**src/rtl/xf4_pkg.sv**
```systemverilog
package xf4_pkg;
    // Transform geometry: the lattice below is defined for four lanes.
    localparam int LANES    = 4;
    localparam int PAIRS    = LANES / 2;
    localparam int SAMPLE_W = 12;
    localparam int COEF_W   = 16;
    localparam int GUARD    = 2;
    localparam int NODE_W   = COEF_W + GUARD;
    localparam int SMAX     = (1 << (SAMPLE_W - 1)) - 1;
    localparam int SMIN     = -(1 << (SAMPLE_W - 1));

    typedef logic signed [NODE_W-1:0] node_t;
    typedef logic signed [COEF_W-1:0] coef_t;

    typedef enum logic {XF_FWD = 1'b0, XF_INV = 1'b1} xf_mode_e;

    // Lattice values in the order the lifting chain produces them.
    typedef struct packed {
        node_t e0;
        node_t e2;
        node_t t;
        node_t o1;
    } lattice_t;

    // First odd-half constant, 7/16 = 1/2 - 1/16, floor semantics.
    function automatic node_t lift_p(input node_t v);
        return (v >>> 1) - (v >>> 4);
    endfunction

    // Second odd-half constant, 3/8 = 1/2 - 1/8, floor semantics.
    function automatic node_t lift_u(input node_t v);
        return (v >>> 1) - (v >>> 3);
    endfunction

    function automatic node_t widen(input coef_t c);
        return node_t'(c);
    endfunction

    // True when the node survives truncation to a coefficient word.
    function automatic logic fits_coef(input node_t v);
        return v == node_t'(coef_t'(v));
    endfunction

    function automatic logic in_sample_range(input coef_t c);
        return (int'(c) >= SMIN) && (int'(c) <= SMAX);
    endfunction
endpackage

```
**src/rtl/xf4_pair.sv**
```systemverilog
// Butterfly on one lane pair. Forward: (p,q) -> (p+q, p-q).
// Inverse: (sum,diff) -> (p,q); the halving is exact since both share parity.
module xf4_pair
    import xf4_pkg::*;
#(
    parameter bit INVERSE = 1'b0
) (
    input  node_t in_a,
    input  node_t in_b,
    output node_t out_a,
    output node_t out_b
);
    generate
        if (INVERSE) begin : g_inv
            node_t half;
            assign half  = (in_a + in_b) >>> 1;
            assign out_a = half;
            assign out_b = half - in_b;
        end else begin : g_fwd
            assign out_a = in_a + in_b;
            assign out_b = in_a - in_b;
        end
    endgenerate
endmodule

```
**src/rtl/xf4_even_lift.sv**
```systemverilog
// Even-half lifting pair.
// Forward: p_in=a0, q_in=a1 -> p_out=Y0, q_out=Y2.
// Inverse: p_in=Y0, q_in=Y2 -> p_out=a0, q_out=a1.
module xf4_even_lift
    import xf4_pkg::*;
#(
    parameter bit INVERSE = 1'b0
) (
    input  node_t p_in,
    input  node_t q_in,
    output node_t p_out,
    output node_t q_out
);
    generate
        if (INVERSE) begin : g_inv
            node_t base;
            assign base  = p_in + (q_in >>> 1);
            assign p_out = base;
            assign q_out = base - q_in;
        end else begin : g_fwd
            node_t diff;
            assign diff  = p_in - q_in;
            assign q_out = diff;
            assign p_out = p_in - (diff >>> 1);
        end
    endgenerate
endmodule

```
**src/rtl/xf4_odd_lift.sv**
```systemverilog
// Odd-half lifting pair with shift-built constants.
// Forward: p_in=a3, q_in=a2 -> p_out=Y1, q_out=Y3.
// Inverse: p_in=Y1, q_in=Y3 -> p_out=a3, q_out=a2.
module xf4_odd_lift
    import xf4_pkg::*;
#(
    parameter bit INVERSE = 1'b0
) (
    input  node_t p_in,
    input  node_t q_in,
    output node_t p_out,
    output node_t q_out
);
    generate
        if (INVERSE) begin : g_inv
            node_t rec;
            assign rec   = p_in - lift_u(q_in);
            assign p_out = rec;
            assign q_out = q_in + lift_p(rec);
        end else begin : g_fwd
            node_t mid;
            assign mid   = q_in - lift_p(p_in);
            assign q_out = mid;
            assign p_out = p_in + lift_u(mid);
        end
    endgenerate
endmodule

```
**src/rtl/xf4_lift_core.sv**
```systemverilog
module xf4_lift_core
    import xf4_pkg::*;
(
    input  logic                    clk,
    input  logic                    rst,
    input  logic                    in_valid,
    input  logic                    in_mode,
    input  logic [LANES*COEF_W-1:0] in_data,
    output logic                    out_valid,
    output logic [LANES*COEF_W-1:0] out_data
);
    xf_mode_e mode;
    assign mode = xf_mode_e'(in_mode);

    node_t lane_n [LANES];
    logic  lane_ok [LANES];

    generate
        for (genvar k = 0; k < LANES; k++) begin : g_unpack
            coef_t raw;
            assign raw        = coef_t'(in_data[k*COEF_W +: COEF_W]);
            assign lane_n[k]  = widen(raw);
            assign lane_ok[k] = in_sample_range(raw);
        end
    endgenerate

    // ---------------- forward chain ----------------
    node_t fb_sum [PAIRS];
    node_t fb_dif [PAIRS];

    generate
        for (genvar k = 0; k < PAIRS; k++) begin : g_fwd_bfly
            xf4_pair #(.INVERSE(1'b0)) u_pair (
                .in_a  (lane_n[k]),
                .in_b  (lane_n[LANES-1-k]),
                .out_a (fb_sum[k]),
                .out_b (fb_dif[k])
            );
        end
    endgenerate

    node_t f_e0, f_e2, f_o1, f_t;

    xf4_even_lift #(.INVERSE(1'b0)) u_fwd_even (
        .p_in  (fb_sum[0]),
        .q_in  (fb_sum[1]),
        .p_out (f_e0),
        .q_out (f_e2)
    );

    xf4_odd_lift #(.INVERSE(1'b0)) u_fwd_odd (
        .p_in  (fb_dif[0]),
        .q_in  (fb_dif[1]),
        .p_out (f_o1),
        .q_out (f_t)
    );

    lattice_t fwd_lat;
    assign fwd_lat = '{e0: f_e0, e2: f_e2, t: f_t, o1: f_o1};

    // Lattice order e0,e2,t,o1 -> natural order Y0..Y3.
    node_t fwd_y [LANES];
    always_comb begin
        fwd_y[0] = fwd_lat.e0;
        fwd_y[1] = fwd_lat.o1;
        fwd_y[2] = fwd_lat.e2;
        fwd_y[3] = fwd_lat.t;
    end

    // ---------------- inverse chain ----------------
    lattice_t inv_lat;
    assign inv_lat = '{e0: lane_n[0], e2: lane_n[2], t: lane_n[3], o1: lane_n[1]};

    node_t ib_sum [PAIRS];
    node_t ib_dif [PAIRS];

    xf4_even_lift #(.INVERSE(1'b1)) u_inv_even (
        .p_in  (inv_lat.e0),
        .q_in  (inv_lat.e2),
        .p_out (ib_sum[0]),
        .q_out (ib_sum[1])
    );

    xf4_odd_lift #(.INVERSE(1'b1)) u_inv_odd (
        .p_in  (inv_lat.o1),
        .q_in  (inv_lat.t),
        .p_out (ib_dif[0]),
        .q_out (ib_dif[1])
    );

    node_t inv_x [LANES];

    generate
        for (genvar k = 0; k < PAIRS; k++) begin : g_inv_bfly
            xf4_pair #(.INVERSE(1'b1)) u_pair (
                .in_a  (ib_sum[k]),
                .in_b  (ib_dif[k]),
                .out_a (inv_x[k]),
                .out_b (inv_x[LANES-1-k])
            );
        end
    endgenerate

    // ---------------- result register ----------------
    coef_t res_q [LANES];

    always_ff @(posedge clk) begin
        if (rst) begin
            out_valid <= 1'b0;
            for (int k = 0; k < LANES; k++) res_q[k] <= '0;
        end else begin
            out_valid <= in_valid;
            if (in_valid) begin
                for (int k = 0; k < LANES; k++)
                    res_q[k] <= (mode == XF_INV) ? coef_t'(inv_x[k]) : coef_t'(fwd_y[k]);
            end
        end
    end

    generate
        for (genvar k = 0; k < LANES; k++) begin : g_pack
            assign out_data[k*COEF_W +: COEF_W] = res_q[k];
        end
    endgenerate

    // ---------------- assertions ----------------
    logic all_in_range;
    logic fwd_nodes_fit;
    always_comb begin
        all_in_range = 1'b1;
        for (int k = 0; k < LANES; k++) all_in_range &= lane_ok[k];
        fwd_nodes_fit = fits_coef(f_e0) & fits_coef(f_e2) & fits_coef(f_o1) & fits_coef(f_t);
        for (int k = 0; k < PAIRS; k++)
            fwd_nodes_fit &= fits_coef(fb_sum[k]) & fits_coef(fb_dif[k]);
    end

    p_valid_follows_r2: assert property (@(posedge clk) disable iff (rst)
        in_valid |=> out_valid);

    p_valid_idle_r2: assert property (@(posedge clk) disable iff (rst)
        !in_valid |=> !out_valid);

    p_hold_when_idle_r9: assert property (@(posedge clk) disable iff (rst)
        !in_valid |=> $stable(out_data));

    p_no_overflow_r3: assert property (@(posedge clk) disable iff (rst)
        (in_valid && mode == XF_FWD && all_in_range) |-> fwd_nodes_fit);

    // Even lifting output recovers the butterfly sum it was built from.
    p_even_recover_r4: assert property (@(posedge clk) disable iff (rst)
        (in_valid && mode == XF_FWD) |-> (f_e0 + (f_e2 >>> 1)) == fb_sum[0]);

    // Odd lifting output recovers the butterfly difference.
    p_odd_recover_r5: assert property (@(posedge clk) disable iff (rst)
        (in_valid && mode == XF_FWD) |-> (f_o1 - lift_u(f_t)) == fb_dif[0]);
endmodule

```
**config.mk**
```make
export PLATFORM = sky130hd
export DESIGN_NAME = xf4_lift_core
export DESIGN_NICKNAME = d
export VERILOG_FILES = /design/src/rtl/xf4_pkg.sv /design/src/rtl/xf4_pair.sv /design/src/rtl/xf4_even_lift.sv /design/src/rtl/xf4_odd_lift.sv /design/src/rtl/xf4_lift_core.sv
export SDC_FILE = /design/constraint.sdc
export NUM_CORES = 1
export LEC_CHECK = 0
export CORE_MARGIN = 2
export CORE_UTILIZATION = 53
export DETAILED_ROUTE_END_ITERATION = 8
export GPL_TIMING_DRIVEN = 0
export PLACE_DENSITY = 0.79
export SYNTH_ARGS = -nofsm -noshare
export SYNTH_HDL_FRONTEND = slang
export SYNTH_SLANG_ARGS = --single-unit
```
**constraint.sdc**
```tcl
create_clock -name clk -period 16.9 [get_ports clk]
set_input_delay 2.535 -clock clk [delete_from_list [all_inputs] [get_ports clk]]
set_output_delay 2.535 -clock clk [all_outputs]
set_load 0.1 [all_outputs]
```
==> flow_summary.yaml, run 1 <==
run_status:
  status: "finished clean"
layout:
  antenna_cells: 0
  post-route-util_pct: 61.1
  area_growth_pct: 13.7
  drive_gt1_share_pct: 2.24
  instances_no_fill: 2346
  nets: 2358
clock_network:
  cts.sink_count: 65
  clk_pin_slew_ns: 0.05
  cts_resized: 0
  clockBufferDepth: 2
  root_buffer: "clkbuf_16"
  cts_tree: "done"
  postCtsSetupRepairBufs: 0
  cts_made_buffers: 9
  htree_levels: 3
  ctsHoldBuffers: 0
routing:
  drcViolationCount: 0
  dr_wl_met2_microns: 19800
  drtIter0Drc: 1100
  post_drt_wl_per_cell_microns: 18.8
  drtPass1Iterations: 5
  routed_wl_microns: 44000
  highest_layer: "met4"
  vias: 13549
  antenna_left: 0
  vias_per_cell: 5.78
  dr_wl_met3_microns: 3620
  met1_length_microns: 19800
logic_synthesis:
  synth_edf_count: 64
  ys_ff_latch: 65
  yosysSeqAreaShare_pct: 13.1
  synth_top_area_share_pct: 17.8
  synth.area.top_cells: "ha_1, fa_1, edfxtp_1"
  synth_area_sq_um: 14900
  ys.warnings.count: 0
  synth-async-reset-ratio_pct: 0
  ys_dominant_reg_cell: "edfxtp_1"
  yosys.area.top_type: "ha_1"
  netlist_instances: 1821
  syn-num-nets: 2216
  syn-mean-instance-area_sq_um: 8.17
  synth_cell_types: 72
timing:
  setup_viol: 0
  post-route-period-util_pct: 68.8
  tightest_slew_ns: 0.982
  slew_headroom_pct: 34.3
  hold_viol_final: 0
  fin_hold_ws_ns: 2.88
  slew_viol_final: 0
  finalSetupTns_ns: 0
  fmax_mhz: 86.0
  rsz0062_at_grt: "no"
  period_minus_slack_ns: 11.63
global_routing:
  grt_overflow: 0
  grt_usage_pct: 30.1
  grt_max_degree: 65
  grt_pass1_vias: 13277
  grt_pass1_wl_microns: 67500
  antenna_found_initial: 0
floorplan:
  core.rowCount: 61
  fp.coreArea_sq_um: 27700
  fp.dieW_microns: 172
  start_util_pct: 53.7
  die_area_sq_um: 29400
  die_y_microns: 172
  pin_count: 133
worst_setup_path:
  critPathMaxStageDelay_ns: 0.67
  cp.required_ns: 16.95
  crit_arrival_ns: 11.68
  critPathMostFrequentCell: "ha_1"
  cp-end-kind: "flip-flop"
  slowest_stage: "clkdlybuf4s50_1"
  path_max_fanout: 10
  path_class: "in -> reg"
  start_kind: "primary input"
place:
  place.gp.congestion: 0.987
  io_buffers: 131
  dpl.hpwl_microns: 38400
  dp.cells: 2330
hold_path:
  min_to: "res_q[0][46]"
  worstHoldPathCells: 3
  hold_class: "in -> reg"
  hold_start: "in_mode"
run:
  maxCapViolCount: 0
==> flip-flops by register name, indices dropped and copies added (netlist names) <==
| name | flops |
|---|---|
| res_q | 64 |
| out_valid | 1 |
==> critical path, delay by kind of cell <==
kind | cells | cell delay [ns]
adder cells (fa/ha/maj) | 7 | 2.59
AO/OA/AOI/OAI | 11 | 3.19
buffers and inverters | 5 | 1.34
XOR/XNOR | 5 | 1.05
AND/OR/NAND/NOR | 5 | 0.94
==> cells in the final DEF (no fill, tap or decap), types with 7 or more instances in the layout <==
cell type and n:
a31oi_1 12, a21boi_0 14, and2_1 9, nand3_1 33, nand2_1 70, o31ai_1 11
mux2i_1 9, nor3_1 47, a21o_1 44, o21a_1 18, nor2b_1 33, a211oi_1 25
or3_1 20, a21oi_1 141, and3_1 13, edfxtp_1 64, ha_1 212, clkbuf_1 24
nand2b_1 29, clkdlybuf4s50_1 131, o211ai_1 10, a31o_2 7, xor2_1 61, o21ai_0 75
o21bai_1 13, xnor2_1 106, nor2_1 195, fa_1 115, inv_1 310, clkbuf_16 9
==> synthesized netlist by cell type (all sizes together), types with 44 or more instances <==
cell type / instances
a21o: 44
a21oi: 142
edfxtp: 64
fa: 115
ha: 212
inv: 311
nand2: 70
nor2: 195
nor3: 47
o21ai: 75
xnor2: 108
xor2: 61
==> per-layer routing <==
metal	track usage, %	vias up
met3	2.90	57
met2	49.3	560
met5	0	-
met4	7.30	0
met1	42.8	6462
li1	-	6470
==> cell families (layout without fill, tap and decap cells) <==
group	count (synthesis)	count (layout)	synth area share (%)
compound gates	431	431	18.9
xor+xnor	171	171	10.4
fa+ha+maj	327	327	33.3
buf+inv	340	487	8.60
flops	65	65	13.1
mux	11	11	0.757
simple gates	476	476	15.0
==> worst max-delay path by stage <==
stage / start / endpoint / slack, ns
after floorplan: in_data[21] / res_q[0][47] / 7.16
after global placement: in_data[56] / res_q[0][47] / 5.16
after detailed placement: in_data[56] / res_q[0][47] / 5.13
after CTS: in_data[56] / res_q[0][47] / 5.40
after global routing: in_data[56] / res_q[0][47] / 4.74
final: in_data[56] / res_q[0][47] / 5.27
==> through the flow <==
stage               cell area [sq um]  setup slack [ns]
CTS                             16900              5.40
global route                    16900              4.74
finish                          16900              5.27
detailed placement              16700              5.13
global placement                16700              5.16
floorplan                       14900              7.16
==> layout make-up <==
class / count / area, sq um
multi-input combinational: 1416 / 11700
sequential: 65 / 1940
tap: 378 / 473
fill: 2471 / 10800
buffer: 29 / 111
inverter: 311 / 1170
clock inverter: 4 / 20.0
clock buffer: 12 / 236
timing repair buffer: 131 / 1310
Power of run 1 is left out: the tool's default activity adds up to more than one toggle a clock period on the data nets, which glitch-free logic cannot reach.
==> run 2: changes to the inputs <==
Clock period 16.9 ns to 12.03 ns, I/O delays scaled along.
==> results of run 2 <==
The final DEF is identical to that of run 1. Status: finished clean.
Among the figures that moved: setup slack after placement 5.13 ns -> 0.987 ns; setup slack after layout 5.27 ns -> 1.13 ns; hold slack 2.88 ns -> 2.15 ns
Power of run 2 is left out for the same reason.
==> run 3: changes to the inputs <==
Settings changed: CAP_MARGIN set to 20.
==> run 3 against run 2 <==
  * Routed wire length shrank 0.14%
  * Via count up 0.58%
  * Fmax shrank 0.22%
  * Global-route usage decreased by 0.25 points
  * Sequential share of layout area is essentially flat
  * Hold slack got worse by 0.015 ns
  * Worst setup slack lost 0.024 ns
  * Critical path depth unchanged
  * Final cell count is essentially flat
  * Die area unchanged
  * First-iteration DRC count is 5.7% lower
  * Sequential cell count unchanged
  * Critical path type unchanged
  * Highest routed layer unchanged
==> flow_summary.yaml, run 3 (same netlist as run 1, synthesis figures left out) <==
global_routing:
  top_usage_layer: "met2"
  grt_overflow: 0
  grt_util_met3_pct: 2.88
  grt_usage_pct: 29.8
  grt_max_degree: 45
  grtUsageMet2_pct: 48.5
  grt_pass1_vias: 13160
  gr-usage-met1_pct: 42.5
  grt_pass1_wl_microns: 66800
  antenna_found_initial: 0
routing:
  drtIter0Drc: 1037
  routed_wl_microns: 43900
  antenna_left: 0
  post_drt_wl_per_cell_microns: 18.7
  drtPass1Iterations: 6
  vias: 13627
  vias_per_cell: 5.81
  drcViolationCount: 0
floorplan:
  die_area_sq_um: 29400
  start_util_pct: 53.7
  die_y_microns: 172
  fp.coreArea_sq_um: 27700
  pin_count: 133
  fp.dieW_microns: 172
  core.rowCount: 61
timing:
  period_minus_slack_ns: 10.92
  fmax_mhz: 91.6
  finalSetupTns_ns: 0
  setup_viol: 0
  tightest_slew_ns: 0.982
  rsz0062_at_grt: "no"
  slew_viol_final: 0
  hold_viol_final: 0
  fin_ws_ns: 1.11
  post-route-period-util_pct: 90.8
  slew_headroom_pct: 34.3
hold_path:
  hold_class: "in -> reg"
  hold_start: "in_mode"
worst_setup_path:
  startpoint: "in_data[56]"
  slowest_stage: "clkdlybuf4s50_1"
  path_class: "in -> reg"
  critPathMostFrequentCell: "ha_1"
  crit_arrival_ns: 10.97
  path_max_fanout: 10
  cp-end-kind: "flip-flop"
  start_kind: "primary input"
  worstSetupEndpoint: "res_q[0][47]"
  cp.required_ns: 12.08
  critPathMaxStageDelay_ns: 0.67
place:
  io_buffers: 131
  dp.cells: 2331
  pre_cts_slack_ns: 0.979
  place.gp.congestion: 0.987
  dpl.hpwl_microns: 38400
layout:
  drive_gt1_share_pct: 2.44
  area_growth_pct: 14.1
  fillers: 2411
  largest_reg_flops: 64
  regMostFlops: "res_q"
  layout_common_cells: "inv_1, ha_1, nor2_1"
  layout_commonest_cell: "inv_1"
  largestRegisters: "res_q: 64 flops, out_valid: 1 flops"
  nets: 2359
  antenna_cells: 0
  instances_no_fill: 2347
clock_network:
  cts.sink_count: 65
  ctsHoldBuffers: 0
  cts_resized: 0
  postCtsSetupRepairBufs: 0
  clockBufferDepth: 2
  htree_levels: 3
  cts_made_buffers: 9
  root_buffer: "clkbuf_16"
  clk_pin_slew_ns: 0.06
  cts_tree: "done"
run:
  maxCapViolCount: 0
run_status:
  status: "finished clean"
[run 3: critical path, delay by kind of cell]
| family | cells | cell delay (ns) |
|---|---|---|
| AO/OA/AOI/OAI | 11 | 3.23 |
| adder cells (fa/ha/maj) | 7 | 2.60 |
| XOR/XNOR | 5 | 1.04 |
| buffers and inverters | 5 | 1.34 |
| AND/OR/NAND/NOR | 5 | 0.95 |
[run 3: through the flow]
stage	hold WS, ns	instance area [sq um]	utilization (%)
floorplan	2.14	14900	-
global placement	2.44	16700	60.1
detailed placement	2.46	16700	60.2
CTS	2.12	17000	61.3
global route	2.23	17000	61.3
finish	2.13	17000	61.3
[run 3: layout make-up]
class | count | area (sq um) | share of cell area [%]
Multi-Input combinational cell | 1416 | 11700 | 68.7
Sequential cell | 65 | 1940 | 11.4
Timing Repair Buffer | 132 | 1330 | 7.84
Inverter | 311 | 1170 | 6.88
Tap cell | 378 | 473 | 2.79
Clock buffer | 9 | 225 | 1.33
Buffer | 29 | 111 | 0.656
Clock inverter | 7 | 71.3 | 0.420
[run 3: how the worst min path moves through the flow]
stage | depth (start not counted) | endpoint | slack, ns
after CTS | 3 | res_q[0][46] | 2.12
final | 3 | res_q[0][46] | 2.13
after floorplan | 3 | res_q[0][48] | 2.14
after detailed placement | 3 | res_q[0][46] | 2.46
after global placement | 3 | res_q[0][46] | 2.44
after global routing | 3 | res_q[0][46] | 2.23
[run 3: per-layer routing]
layer	up-vias	share of wire, %
li1	6474	-
met1	6524	45
met3	72	8.2
met4	0	2.2
met5	-	0
met2	557	44
Power of run 3 is left out for the same reason.
